--- config.mk ---
export PLATFORM = sky130hd
export DESIGN_NAME = cfg_eeprom_loader
export DESIGN_NICKNAME = d
export VERILOG_FILES = /design/src/rtl/cfg_loader_pkg.sv /design/src/rtl/cfg_qtr_tick.sv /design/src/rtl/cfg_i2c_phy.sv /design/src/rtl/cfg_load_seq.sv /design/src/rtl/cfg_eeprom_loader.sv
export SDC_FILE = /design/constraint.sdc
export NUM_CORES = 1
export LEC_CHECK = 0
export CAP_MARGIN = 30
export CORE_UTILIZATION = 31
export DETAILED_ROUTE_END_ITERATION = 12
export GPL_ROUTABILITY_DRIVEN = 0
export SYNTH_ARGS = -nofsm -noshare
export SYNTH_HDL_FRONTEND = slang
export SYNTH_SLANG_ARGS = --single-unit
--- constraint.sdc ---
create_clock -name clk -period 2.2 [get_ports clk]
set_clock_uncertainty 0.05 [all_clocks]
set_input_delay 0.33 -clock clk [delete_from_list [all_inputs] [get_ports clk]]
set_output_delay 0.33 -clock clk [all_outputs]
set_load 0.1 [all_outputs]
--- src/rtl/cfg_loader_pkg.sv ---
package cfg_loader_pkg;

  typedef enum logic [1:0] {
    BC_START = 2'd0,
    BC_STOP  = 2'd1,
    BC_WRITE = 2'd2,
    BC_READ  = 2'd3
  } bus_cmd_e;

  typedef enum logic [3:0] {
    ST_BOOT,
    ST_START_W,
    ST_DEV_W,
    ST_WORD,
    ST_START_R,
    ST_DEV_R,
    ST_READ,
    ST_STOP,
    ST_HALT
  } load_state_e;

  localparam int unsigned BYTE_BITS = 9;

endpackage

--- src/rtl/cfg_qtr_tick.sv ---
module cfg_qtr_tick #(
  parameter int unsigned QTR_CYCLES = 79
) (
  input  logic clk,
  input  logic rst_n,
  input  logic en,
  output logic tick
);
  localparam int unsigned CW = (QTR_CYCLES > 1) ? $clog2(QTR_CYCLES) : 1;
  localparam logic [CW-1:0] LAST = CW'(QTR_CYCLES - 1);

  logic [CW-1:0] cnt_q;

  always_ff @(posedge clk or negedge rst_n) begin
    if (!rst_n)            cnt_q <= '0;
    else if (!en)          cnt_q <= '0;
    else if (cnt_q == LAST) cnt_q <= '0;
    else                   cnt_q <= cnt_q + 1'b1;
  end

  assign tick = en && (cnt_q == LAST);
endmodule

--- src/rtl/cfg_i2c_phy.sv ---
module cfg_i2c_phy
  import cfg_loader_pkg::*;
#(
  parameter int unsigned QTR_CYCLES = 79
) (
  input  logic       clk,
  input  logic       rst_n,
  input  logic       cmd_valid,
  output logic       cmd_ready,
  input  bus_cmd_e   cmd_op,
  input  logic [7:0] cmd_byte,
  input  logic       cmd_nack,
  output logic       rsp_valid,
  output logic [7:0] rsp_byte,
  output logic       rsp_ack,
  output logic       scl_oe,
  output logic       sda_oe,
  input  logic       sda_in
);
  logic       busy_q, tick, last_bit, scl_c, sda_c;
  bus_cmd_e   op_q;
  logic [7:0] tx_q, rx_q;
  logic       nack_q, ack_q, rsp_q, scl_q, sda_q;
  logic [1:0] ph_q;
  logic [3:0] bit_q;

  cfg_qtr_tick #(.QTR_CYCLES(QTR_CYCLES)) tick_i (
    .clk(clk), .rst_n(rst_n), .en(busy_q), .tick(tick)
  );

  assign last_bit = (op_q == BC_START || op_q == BC_STOP) ? (bit_q == 4'd0)
                                                          : (bit_q == 4'd8);

  // quarter-phase waveform; SCL high in phases 1 and 2
  always_comb begin
    scl_c = (ph_q == 2'd0) || (ph_q == 2'd3);
    sda_c = 1'b0;
    case (op_q)
      BC_START: begin
        scl_c = (ph_q == 2'd0) || (ph_q == 2'd3);
        sda_c = ph_q[1];
      end
      BC_STOP: begin
        scl_c = (ph_q == 2'd0);
        sda_c = !ph_q[1];
      end
      BC_WRITE: sda_c = (bit_q < 4'd8) ? !tx_q[3'(4'd7 - bit_q)] : 1'b0;
      BC_READ:  sda_c = (bit_q == 4'd8) && !nack_q;
      default:  sda_c = 1'b0;
    endcase
  end

  always_ff @(posedge clk or negedge rst_n) begin
    if (!rst_n) begin
      busy_q <= 1'b0; op_q <= BC_START; tx_q <= '0; rx_q <= '0;
      nack_q <= 1'b0; ack_q <= 1'b0; rsp_q <= 1'b0;
      scl_q <= 1'b0; sda_q <= 1'b0; ph_q <= '0; bit_q <= '0;
    end else begin
      rsp_q <= 1'b0;
      if (!busy_q) begin
        if (cmd_valid) begin
          busy_q <= 1'b1; op_q <= cmd_op; tx_q <= cmd_byte;
          nack_q <= cmd_nack; ph_q <= '0; bit_q <= '0;
        end
      end else begin
        scl_q <= scl_c;
        sda_q <= sda_c;
        if (tick) begin
          if (ph_q == 2'd2 && op_q == BC_READ && bit_q < 4'd8)
            rx_q <= {rx_q[6:0], sda_in};
          if (ph_q == 2'd2 && bit_q == 4'd8)
            ack_q <= !sda_in;
          if (ph_q == 2'd3) begin
            ph_q <= '0;
            if (last_bit) begin
              busy_q <= 1'b0;
              rsp_q  <= 1'b1;
            end else begin
              bit_q <= bit_q + 1'b1;
            end
          end else begin
            ph_q <= ph_q + 1'b1;
          end
        end
      end
    end
  end

  assign cmd_ready = !busy_q;
  assign rsp_valid = rsp_q;
  assign rsp_byte  = rx_q;
  assign rsp_ack   = ack_q;
  assign scl_oe    = scl_q;
  assign sda_oe    = sda_q;
endmodule

--- src/rtl/cfg_load_seq.sv ---
module cfg_load_seq
  import cfg_loader_pkg::*;
#(
  parameter int unsigned  NREG     = 121,
  parameter logic [7:0]   SIG_BYTE = 8'h88,
  parameter logic [6:0]   DEV_ADDR = 7'h50,
  parameter logic [NREG-1:0] RO_MASK = '0,
  localparam int unsigned AW = $clog2(NREG)
) (
  input  logic          clk,
  input  logic          rst_n,
  input  logic          pwr_dn_n,
  input  logic [1:0]    mode_strap,
  output logic          cmd_valid,
  input  logic          cmd_ready,
  output bus_cmd_e      cmd_op,
  output logic [7:0]    cmd_byte,
  output logic          cmd_nack,
  input  logic          rsp_valid,
  input  logic [7:0]    rsp_byte,
  input  logic          rsp_ack,
  output logic          reg_wr,
  output logic [AW-1:0] reg_addr,
  output logic [7:0]    reg_data,
  output logic          load_done,
  output logic          load_abort
);
  localparam logic [AW-1:0] LAST = AW'(NREG - 1);

  load_state_e   state_q;
  logic          wait_q, abort_q, done_q, wr_q, pd_q, keep;
  logic [1:0]    strap_q;
  logic [AW-1:0] idx_q, addr_q;
  logic [7:0]    data_q;

  // boot straps follow the pins while reset is held, then freeze
  always_ff @(posedge clk) begin
    if (!rst_n) begin
      strap_q <= mode_strap;
      pd_q    <= !pwr_dn_n;
    end
  end

  always_comb begin
    cmd_valid = 1'b0;
    cmd_op    = BC_START;
    cmd_byte  = 8'h00;
    cmd_nack  = 1'b0;
    case (state_q)
      ST_START_W, ST_START_R: cmd_valid = !wait_q;
      ST_DEV_W: begin cmd_valid = !wait_q; cmd_op = BC_WRITE; cmd_byte = {DEV_ADDR, 1'b0}; end
      ST_WORD:  begin cmd_valid = !wait_q; cmd_op = BC_WRITE; cmd_byte = 8'h00; end
      ST_DEV_R: begin cmd_valid = !wait_q; cmd_op = BC_WRITE; cmd_byte = {DEV_ADDR, 1'b1}; end
      ST_READ:  begin cmd_valid = !wait_q; cmd_op = BC_READ; cmd_nack = (idx_q == LAST); end
      ST_STOP:  begin cmd_valid = !wait_q; cmd_op = BC_STOP; end
      default:  cmd_valid = 1'b0;
    endcase
  end

  // byte 0 must match the signature; afterwards a set abort flag blocks writes
  assign keep = (idx_q == '0) ? (rsp_byte == SIG_BYTE) : !abort_q;

  always_ff @(posedge clk or negedge rst_n) begin
    if (!rst_n) begin
      state_q <= ST_BOOT; wait_q <= 1'b0; abort_q <= 1'b0; done_q <= 1'b0;
      wr_q <= 1'b0; idx_q <= '0; addr_q <= '0; data_q <= '0;
    end else begin
      wr_q   <= 1'b0;
      done_q <= 1'b0;
      if (state_q == ST_BOOT) begin
        state_q <= (strap_q == 2'b00 && !pd_q) ? ST_START_W : ST_HALT;
      end else if (!wait_q) begin
        if (cmd_valid && cmd_ready) wait_q <= 1'b1;
      end else if (rsp_valid) begin
        wait_q <= 1'b0;
        case (state_q)
          ST_START_W: state_q <= ST_DEV_W;
          ST_START_R: state_q <= ST_DEV_R;
          ST_DEV_W, ST_WORD, ST_DEV_R: begin
            if (!rsp_ack) begin
              abort_q <= 1'b1;
              state_q <= ST_STOP;
            end else begin
              state_q <= (state_q == ST_DEV_W) ? ST_WORD :
                         (state_q == ST_WORD)  ? ST_START_R : ST_READ;
            end
          end
          ST_READ: begin
            if (idx_q == '0 && rsp_byte != SIG_BYTE) abort_q <= 1'b1;
            if (keep && !RO_MASK[idx_q]) begin
              wr_q   <= 1'b1;
              addr_q <= idx_q;
              data_q <= rsp_byte;
            end
            if (idx_q == LAST) state_q <= ST_STOP;
            else               idx_q   <= idx_q + 1'b1;
          end
          ST_STOP: begin
            done_q  <= !abort_q;
            state_q <= ST_HALT;
          end
          default: state_q <= ST_HALT;
        endcase
      end
    end
  end

  assign reg_wr     = wr_q;
  assign reg_addr   = addr_q;
  assign reg_data   = data_q;
  assign load_done  = done_q;
  assign load_abort = abort_q;
endmodule

--- src/rtl/cfg_eeprom_loader.sv ---
module cfg_eeprom_loader
  import cfg_loader_pkg::*;
#(
  parameter int unsigned     QTR_CYCLES = 79,
  parameter int unsigned     NREG       = 121,
  parameter logic [7:0]      SIG_BYTE   = 8'h88,
  parameter logic [6:0]      DEV_ADDR   = 7'h50,
  parameter logic [NREG-1:0] RO_MASK    = {{(NREG-1){1'b0}}, 1'b1},
  localparam int unsigned    AW         = $clog2(NREG)
) (
  input  logic          clk,
  input  logic          rst_n,
  input  logic          pwr_dn_n,
  input  logic [1:0]    mode_strap,
  output logic          scl_oe,
  output logic          sda_oe,
  input  logic          sda_in,
  output logic          reg_wr,
  output logic [AW-1:0] reg_addr,
  output logic [7:0]    reg_data,
  output logic          load_done,
  output logic          load_abort
);
  logic       cmd_valid, cmd_ready, cmd_nack, rsp_valid, rsp_ack;
  bus_cmd_e   cmd_op;
  logic [7:0] cmd_byte, rsp_byte;

  cfg_load_seq #(
    .NREG(NREG), .SIG_BYTE(SIG_BYTE), .DEV_ADDR(DEV_ADDR), .RO_MASK(RO_MASK)
  ) seq_i (
    .clk(clk), .rst_n(rst_n), .pwr_dn_n(pwr_dn_n), .mode_strap(mode_strap),
    .cmd_valid(cmd_valid), .cmd_ready(cmd_ready), .cmd_op(cmd_op),
    .cmd_byte(cmd_byte), .cmd_nack(cmd_nack),
    .rsp_valid(rsp_valid), .rsp_byte(rsp_byte), .rsp_ack(rsp_ack),
    .reg_wr(reg_wr), .reg_addr(reg_addr), .reg_data(reg_data),
    .load_done(load_done), .load_abort(load_abort)
  );

  cfg_i2c_phy #(.QTR_CYCLES(QTR_CYCLES)) phy_i (
    .clk(clk), .rst_n(rst_n),
    .cmd_valid(cmd_valid), .cmd_ready(cmd_ready), .cmd_op(cmd_op),
    .cmd_byte(cmd_byte), .cmd_nack(cmd_nack),
    .rsp_valid(rsp_valid), .rsp_byte(rsp_byte), .rsp_ack(rsp_ack),
    .scl_oe(scl_oe), .sda_oe(sda_oe), .sda_in(sda_in)
  );
endmodule

==> flow_metrics.env, run 1 <==
export IMPL_dieArea_sq_um=10200
export IMPL_root_buffer="clkbuf_8"
export IMPL_drc=0
export IMPL_yosys_top_cells_area="dfrtp_1 50%, mux2_2 6.7%, mux2_4 4.4%"
export IMPL_grt_max_degree=56
export IMPL_cts_tree="yes"
export IMPL_num_vias=2081
export IMPL_syn_nets=278
export IMPL_mostFrequentLayoutCells="61 x dfrtp_1, 38 x buf_4, 18 x mux2_2"
export IMPL_timing_final_hold_violations=0
export IMPL_postLayoutCoreUtil_pct=39.7
export IMPL_drive_gt1_share_pct=28.4
export IMPL_path_class="flip-flop to flip-flop"
export IMPL_htree_levels=3
export IMPL_fin_nets=323
export IMPL_powerDensity_nw_per_um2=680
export IMPL_row_count=35
export IMPL_postSynthCellCount=263
export IMPL_fin_hold_ws_ns=0.331
export IMPL_finalCritPeriodShare_pct=95.3
export IMPL_viasPerCell=4.71
export IMPL_cp_slowest_stage_delay_ns=0.68
export IMPL_min_period_ns=2.10
export IMPL_core_area_sq_um=9370
export IMPL_worst_pin_slew_ns=0.708
export IMPL_final_setup_tns_ns=0
export IMPL_clkSlewWorstSetupHoldPaths_ns=0.08
export IMPL_die_h_um=101
export IMPL_fp_dieW_um=101
export IMPL_setup_viol=0
export IMPL_worst_ep_required_time_ns=2.38
export IMPL_numCtsBuffers=9
export IMPL_grt_pass1_wl_um=10100
export IMPL_arrival_ns=2.28
export IMPL_wire_per_inst_um=12.9
export IMPL_grt_usage_pct=12.9
export IMPL_grt_overflow=0
export IMPL_dpl_hpwl_um=3980
export IMPL_synth_ff_type="dfrtp_1"
export IMPL_cpLargestDelayFamily="simple AND/OR/NAND/NOR gates"
export IMPL_initialDrtViolationCount=107
export IMPL_ys_ff_latch=64
export IMPL_p_leak_nw=1.74
export IMPL_drt_wl_total_um=5690
export IMPL_mostFrequentLayoutCell="dfrtp_1"
export IMPL_ios=26
export IMPL_avgSynthCellArea_sq_um=11.6
export IMPL_max_cap_violations=0
export IMPL_area_growth_pct=22.4
export IMPL_synth_warnings=0
export IMPL_max_freq_mhz=477
export IMPL_rsz0062_at_grt="no"
export IMPL_start_util_pct=32.5
export IMPL_synth_distinct_cells=49
export IMPL_syn_cell_area_sq_um=3040
export IMPL_cpMaxStageDelayCell="or4_4"
export IMPL_synth_top_area_share_pct=50.2
export IMPL_synth_edf_count=3
export IMPL_fin_cells=442
export IMPL_antenna_found_initial=0
export IMPL_async_flop_share_pct=95.3
export IMPL_critPathBufInv=1
export IMPL_cts_sinks=64
export IMPL_grt_pass1_vias=2104
export IMPL_drv_slew=0
export IMPL_synth_seq_area_share_pct=53.1
export IMPL_ir_worst_vdd_mv=0.220
export IMPL_crit_chain="inv_1 -> ha_1 -> nor2b_1 -> and2_1 -> or4_4 -> mux2_4"
export IMPL_synth_largest_area_cell="dfrtp_1"
export IMPL_cp_end_kind="flip-flop"
export IMPL_min_path_type="input pin to asynchronous set/reset pin"
export IMPL_dr_pass1_iters=4
export IMPL_num_antenna_cells=0
export IMPL_cts_resized_gates=0
export IMPL_critPathMaxFanout=16
export IMPL_clockBufferDepth=2
export IMPL_port_buffers=25
export IMPL_dp_cells=425
export IMPL_drtAntennaViolNets=0
export IMPL_max_slew_margin_pct=52.3
export IMPL_start_kind="flip-flop"
export IMPL_insertion_delay_ns=0.35
export IMPL_outcome="complete, no violations"
## registers in the layout, summed over array words and instances (netlist names), 2 cells and up
| signal | cells |
|---|---|
| phy_i.ph_q | 2 |
| seq_i.state_q | 4 |
| phy_i.tx_q | 2 |
| seq_i.reg_data | 8 |
| seq_i.idx_q | 7 |
| seq_i.strap_q | 2 |
| phy_i.tick_i.cnt_q | 7 |
| phy_i.op_q | 2 |
| phy_i.rsp_byte | 8 |
| seq_i.reg_addr | 7 |
| phy_i.bit_q | 4 |
## layout make-up
type                       count  area, sq um
fill                         934         5650
sequential                    64         1620
tap                          129          161
timing repair buffer          45          360
inverter                      17         63.8
clock buffer                   9          124
multi-input combinational    171         1300
clock inverter                 7          103
## repair_timing
item,4_1_cts,5_1_grt
endpoints found under the hold margin,6,0
setup buffers,0,0
hold buffers,1,0
## Yosys cell counts (2+ instances only)
library cell,count
a21oi_1,11
a22o_1,2
a31oi_1,2
and2_1,2
and3_2,2
buf_1,2
clkbuf_1,6
dfrtp_1,61
edfxtp_1,3
ha_1,9
inv_1,17
mux2_2,18
mux2_4,9
mux2i_1,2
nand2_1,17
nand3_1,12
nand4_1,3
nor2_1,17
nor2b_1,3
nor3_1,6
nor4_1,4
nor4b_1,5
o21ai_0,3
o31ai_1,8
or4_1,4
xnor2_1,6
xor2_1,7
## metrics by stage
| step | area [sq um] | setup slack, ns | power [mW] |
|---|---|---|---|
| 6_report | 3720 | 0.104 | 2.53 |
| 5_1_grt | 3720 | 0.00602 | 2.66 |
| 4_1_cts | 3720 | 0.0985 | 2.58 |
| 3_5_place_dp | 3490 | 0.106 | 1.41 |
| 3_3_place_gp | 3490 | 0.125 | 1.40 |
| 2_1_floorplan | 3040 | 0.0571 | 1.34 |
## cells by family (layout without fill, tap and decap cells)
kind of cell	count (synthesis)	in the layout	share of synthesized area, %
multiplexers	29	29	11.8
XOR/XNOR	13	13	3.74
buffers and inverters	28	78	4.28
adder cells (fa/ha/maj)	9	9	3.70
AND/OR/NAND/NOR	84	84	15.2
AO/OA/AOI/OAI	36	36	8.18
flip-flops	64	64	53.1
## power by group
part	internal (mW)	total, mW	switching (mW)
logic	0.0519	0.132	0.0796
registers	1.21	1.25	0.0374
clock network	0.651	1.15	0.501
## routing by layer
metal,up-vias,track usage [%],share of wire [%]
met5,-,0,0
met4,0,7.80,2.4
met3,9,2.29,1.8
met2,23,19.5,46
met1,1017,17.3,50
li1,1032,-,-
## worst reg2reg max path, cell delays in order (launching register included)
cell     delay, ns
dfrtp_1       0.40
inv_1         0.07
ha_1          0.17
nor2b_1       0.13
and2_1        0.14
or4_4         0.68
mux2_4        0.35
## worst paths after layout
kind / depth (start not counted) / end / slack, ns / start
worst max-delay path: 6 / seq_i.reg_data[1] / 0.10 / seq_i.idx_q[1]
worst min-delay path: 2 / seq_i.load_abort / 0.33 / rst_n
worst max register to register: 6 / seq_i.reg_data[1] / 0.10 / seq_i.idx_q[1]
worst min register to register: 2 / phy_i.nack_q / 0.45 / phy_i.nack_q
max in group asynchronous: 3 / phy_i.tick_i.cnt_q[1] / 1.21 / rst_n
min in group clk: 2 / phy_i.nack_q / 0.45 / phy_i.nack_q
(Power assumes the default switching activity.)
==> run 2, diff against run 1 <==
--- a/config.mk
+++ b/config.mk
@@ -6,7 +6,9 @@
 export NUM_CORES = 1
 export LEC_CHECK = 0
 export CAP_MARGIN = 30
+export CORE_MARGIN = 2
 export CORE_UTILIZATION = 31
+export CTS_CLUSTER_DIAMETER = 80
 export DETAILED_ROUTE_END_ITERATION = 12
 export GPL_ROUTABILITY_DRIVEN = 0
 export SYNTH_ARGS = -nofsm -noshare
==> run 2 against run 1 <==
Combinational power down 15%; largest cell class unchanged; wire length decreased by 0.63%; worst setup slack gained 0.054 ns; maximum frequency rose by 2.7%; global-route usage down 1.1 points.
==> flow_metrics.env, run 2 (same netlist as run 1, synthesis figures left out) <==
export IMPL_worst_ep_required_time_ns=2.37
export IMPL_viasPerCell=4.56
export IMPL_dpl_hpwl_um=4070
export IMPL_cp_slowest_stage_delay_ns=0.58
export IMPL_core_area_sq_um=9640
export IMPL_fin_cells=445
export IMPL_max_freq_mhz=490
export IMPL_ir_worst_vdd_mv=0.400
export IMPL_min_path_type="input pin to asynchronous set/reset pin"
export IMPL_clkSlewWorstSetupHoldPaths_ns=0.08
export IMPL_initialDrtViolationCount=113
export IMPL_finalCritPeriodShare_pct=92.8
export IMPL_crit_chain="inv_1 -> ha_1 -> nor2b_1 -> and2_1 -> or4_4 -> mux2_4"
export IMPL_setup_viol=0
export IMPL_dr_pass1_iters=4
export IMPL_max_cap_violations=0
export IMPL_htree_levels=3
export IMPL_mostFrequentLayoutCells="61 x dfrtp_1, 38 x buf_4, 18 x mux2_2"
export IMPL_cts_resized_gates=0
export IMPL_dieArea_sq_um=10600
export IMPL_post_cts_buffers=0
export IMPL_grt_pass1_wl_um=9780
export IMPL_wire_per_inst_um=12.7
export IMPL_final_setup_tns_ns=0
export IMPL_num_vias=2028
export IMPL_rsz0062_at_grt="no"
export IMPL_drt_wl_total_um=5650
export IMPL_ios=26
export IMPL_area_growth_pct=21.9
export IMPL_root_buffer="clkbuf_8"
export IMPL_insertion_delay_ns=0.34
export IMPL_antenna_found_initial=0
export IMPL_grt_overflow=0
export IMPL_drv_slew=0
export IMPL_grt_usage_pct=11.8
export IMPL_start_kind="flip-flop"
export IMPL_p_leak_nw=1.73
export IMPL_num_antenna_cells=0
export IMPL_die_h_um=103
export IMPL_critPathMaxFanout=16
export IMPL_row_count=36
export IMPL_worst_pin_slew_ns=0.713
export IMPL_fill_cells=962
export IMPL_fin_nets=322
export IMPL_min_period_ns=2.04
export IMPL_timing_final_hold_violations=0
export IMPL_drc=0
export IMPL_numCtsBuffers=9
export IMPL_start_util_pct=31.6
export IMPL_clockBufferDepth=2
export IMPL_drtAntennaViolNets=0
export IMPL_dp_cells=428
export IMPL_port_buffers=25
export IMPL_grt_pass1_vias=1996
export IMPL_outcome="complete, no violations"
export IMPL_cts_sinks=64
export IMPL_max_slew_margin_pct=52.0
export IMPL_arrival_ns=2.21
export IMPL_powerDensity_nw_per_um2=679
export IMPL_mostFrequentLayoutCell="dfrtp_1"
export IMPL_fp_dieW_um=103
export IMPL_drive_gt1_share_pct=28.2
export IMPL_grt_max_degree=27
export IMPL_cts_tree="yes"
export IMPL_path_class="flip-flop to flip-flop"
export IMPL_cp_end_kind="flip-flop"
export IMPL_cpMaxStageDelayCell="or4_4"
[run 2: where the power goes]
group | internal (mW) | switching (mW)
clock network | 0.652 | 0.498
registers | 1.21 | 0.0444
logic | 0.0424 | 0.0695
[run 2: final timing paths]
check                                     from  depth (start not counted)           endpoint  slack [ns]
worst min register to register   phy_i.tx_q[5]                          2      phy_i.tx_q[5]        0.44
worst min-delay path                     rst_n                          2       seq_i.reg_wr        0.37
worst max register to register  seq_i.idx_q[1]                          6  seq_i.reg_data[2]        0.16
worst max-delay path            seq_i.idx_q[1]                          6  seq_i.reg_data[2]        0.16
max in group asynchronous                rst_n                          3       seq_i.wait_q        1.09
min in group clk                 phy_i.tx_q[5]                          2      phy_i.tx_q[5]        0.44
[run 2: final cells by class]
class	count	area, sq um	area share (%)
Multi-Input combinational cell	171	1300	34.9
Inverter	17	63.8	1.72
Clock buffer	9	124	3.34
Clock inverter	7	103	2.77
Timing Repair Buffer	44	340	9.17
Tap cell	133	166	4.49
Sequential cell	64	1620	43.6
[run 2: repair_timing]
item                                    in CTS  in global routing
hold endpoints to repair                     9                  0
hold buffers                                 1                  0
endpoints found under the setup margin       0                 15
[run 2: per-stage QoR]
stage | util, % | hold WS, ns | power (mW) | cell area [sq um] | worst slack (ns)
floorplan | - | -0.0156 | 1.34 | 3040 | 0.0571
global placement | 36.0 | 0.194 | 1.39 | 3470 | 0.129
detailed placement | 36.0 | 0.192 | 1.40 | 3470 | 0.0954
CTS | 38.5 | 0.351 | 2.56 | 3710 | 0.0514
global route | 38.5 | 0.379 | 2.64 | 3710 | 0.0305
finish | 38.5 | 0.366 | 2.52 | 3710 | 0.158
[run 2: metal layers]
layer | vias to the layer above | wire length [um] | track usage (%)
met4 | 0 | 77 | 3.64
met2 | 32 | 2550 | 17.2
met5 | - | 0 | 0
met1 | 957 | 2870 | 17.1
li1 | 1034 | - | -
met3 | 5 | 158 | 3.32
[run 2: worst max-delay path, delay by kind of cell (launching register included)]
kind	cells	cell delay [ns]
adders and majority gates	1	0.17
buffers and inverters	1	0.07
DFF	1	0.40
muxes	1	0.34
and+or+nand+nor	3	0.87
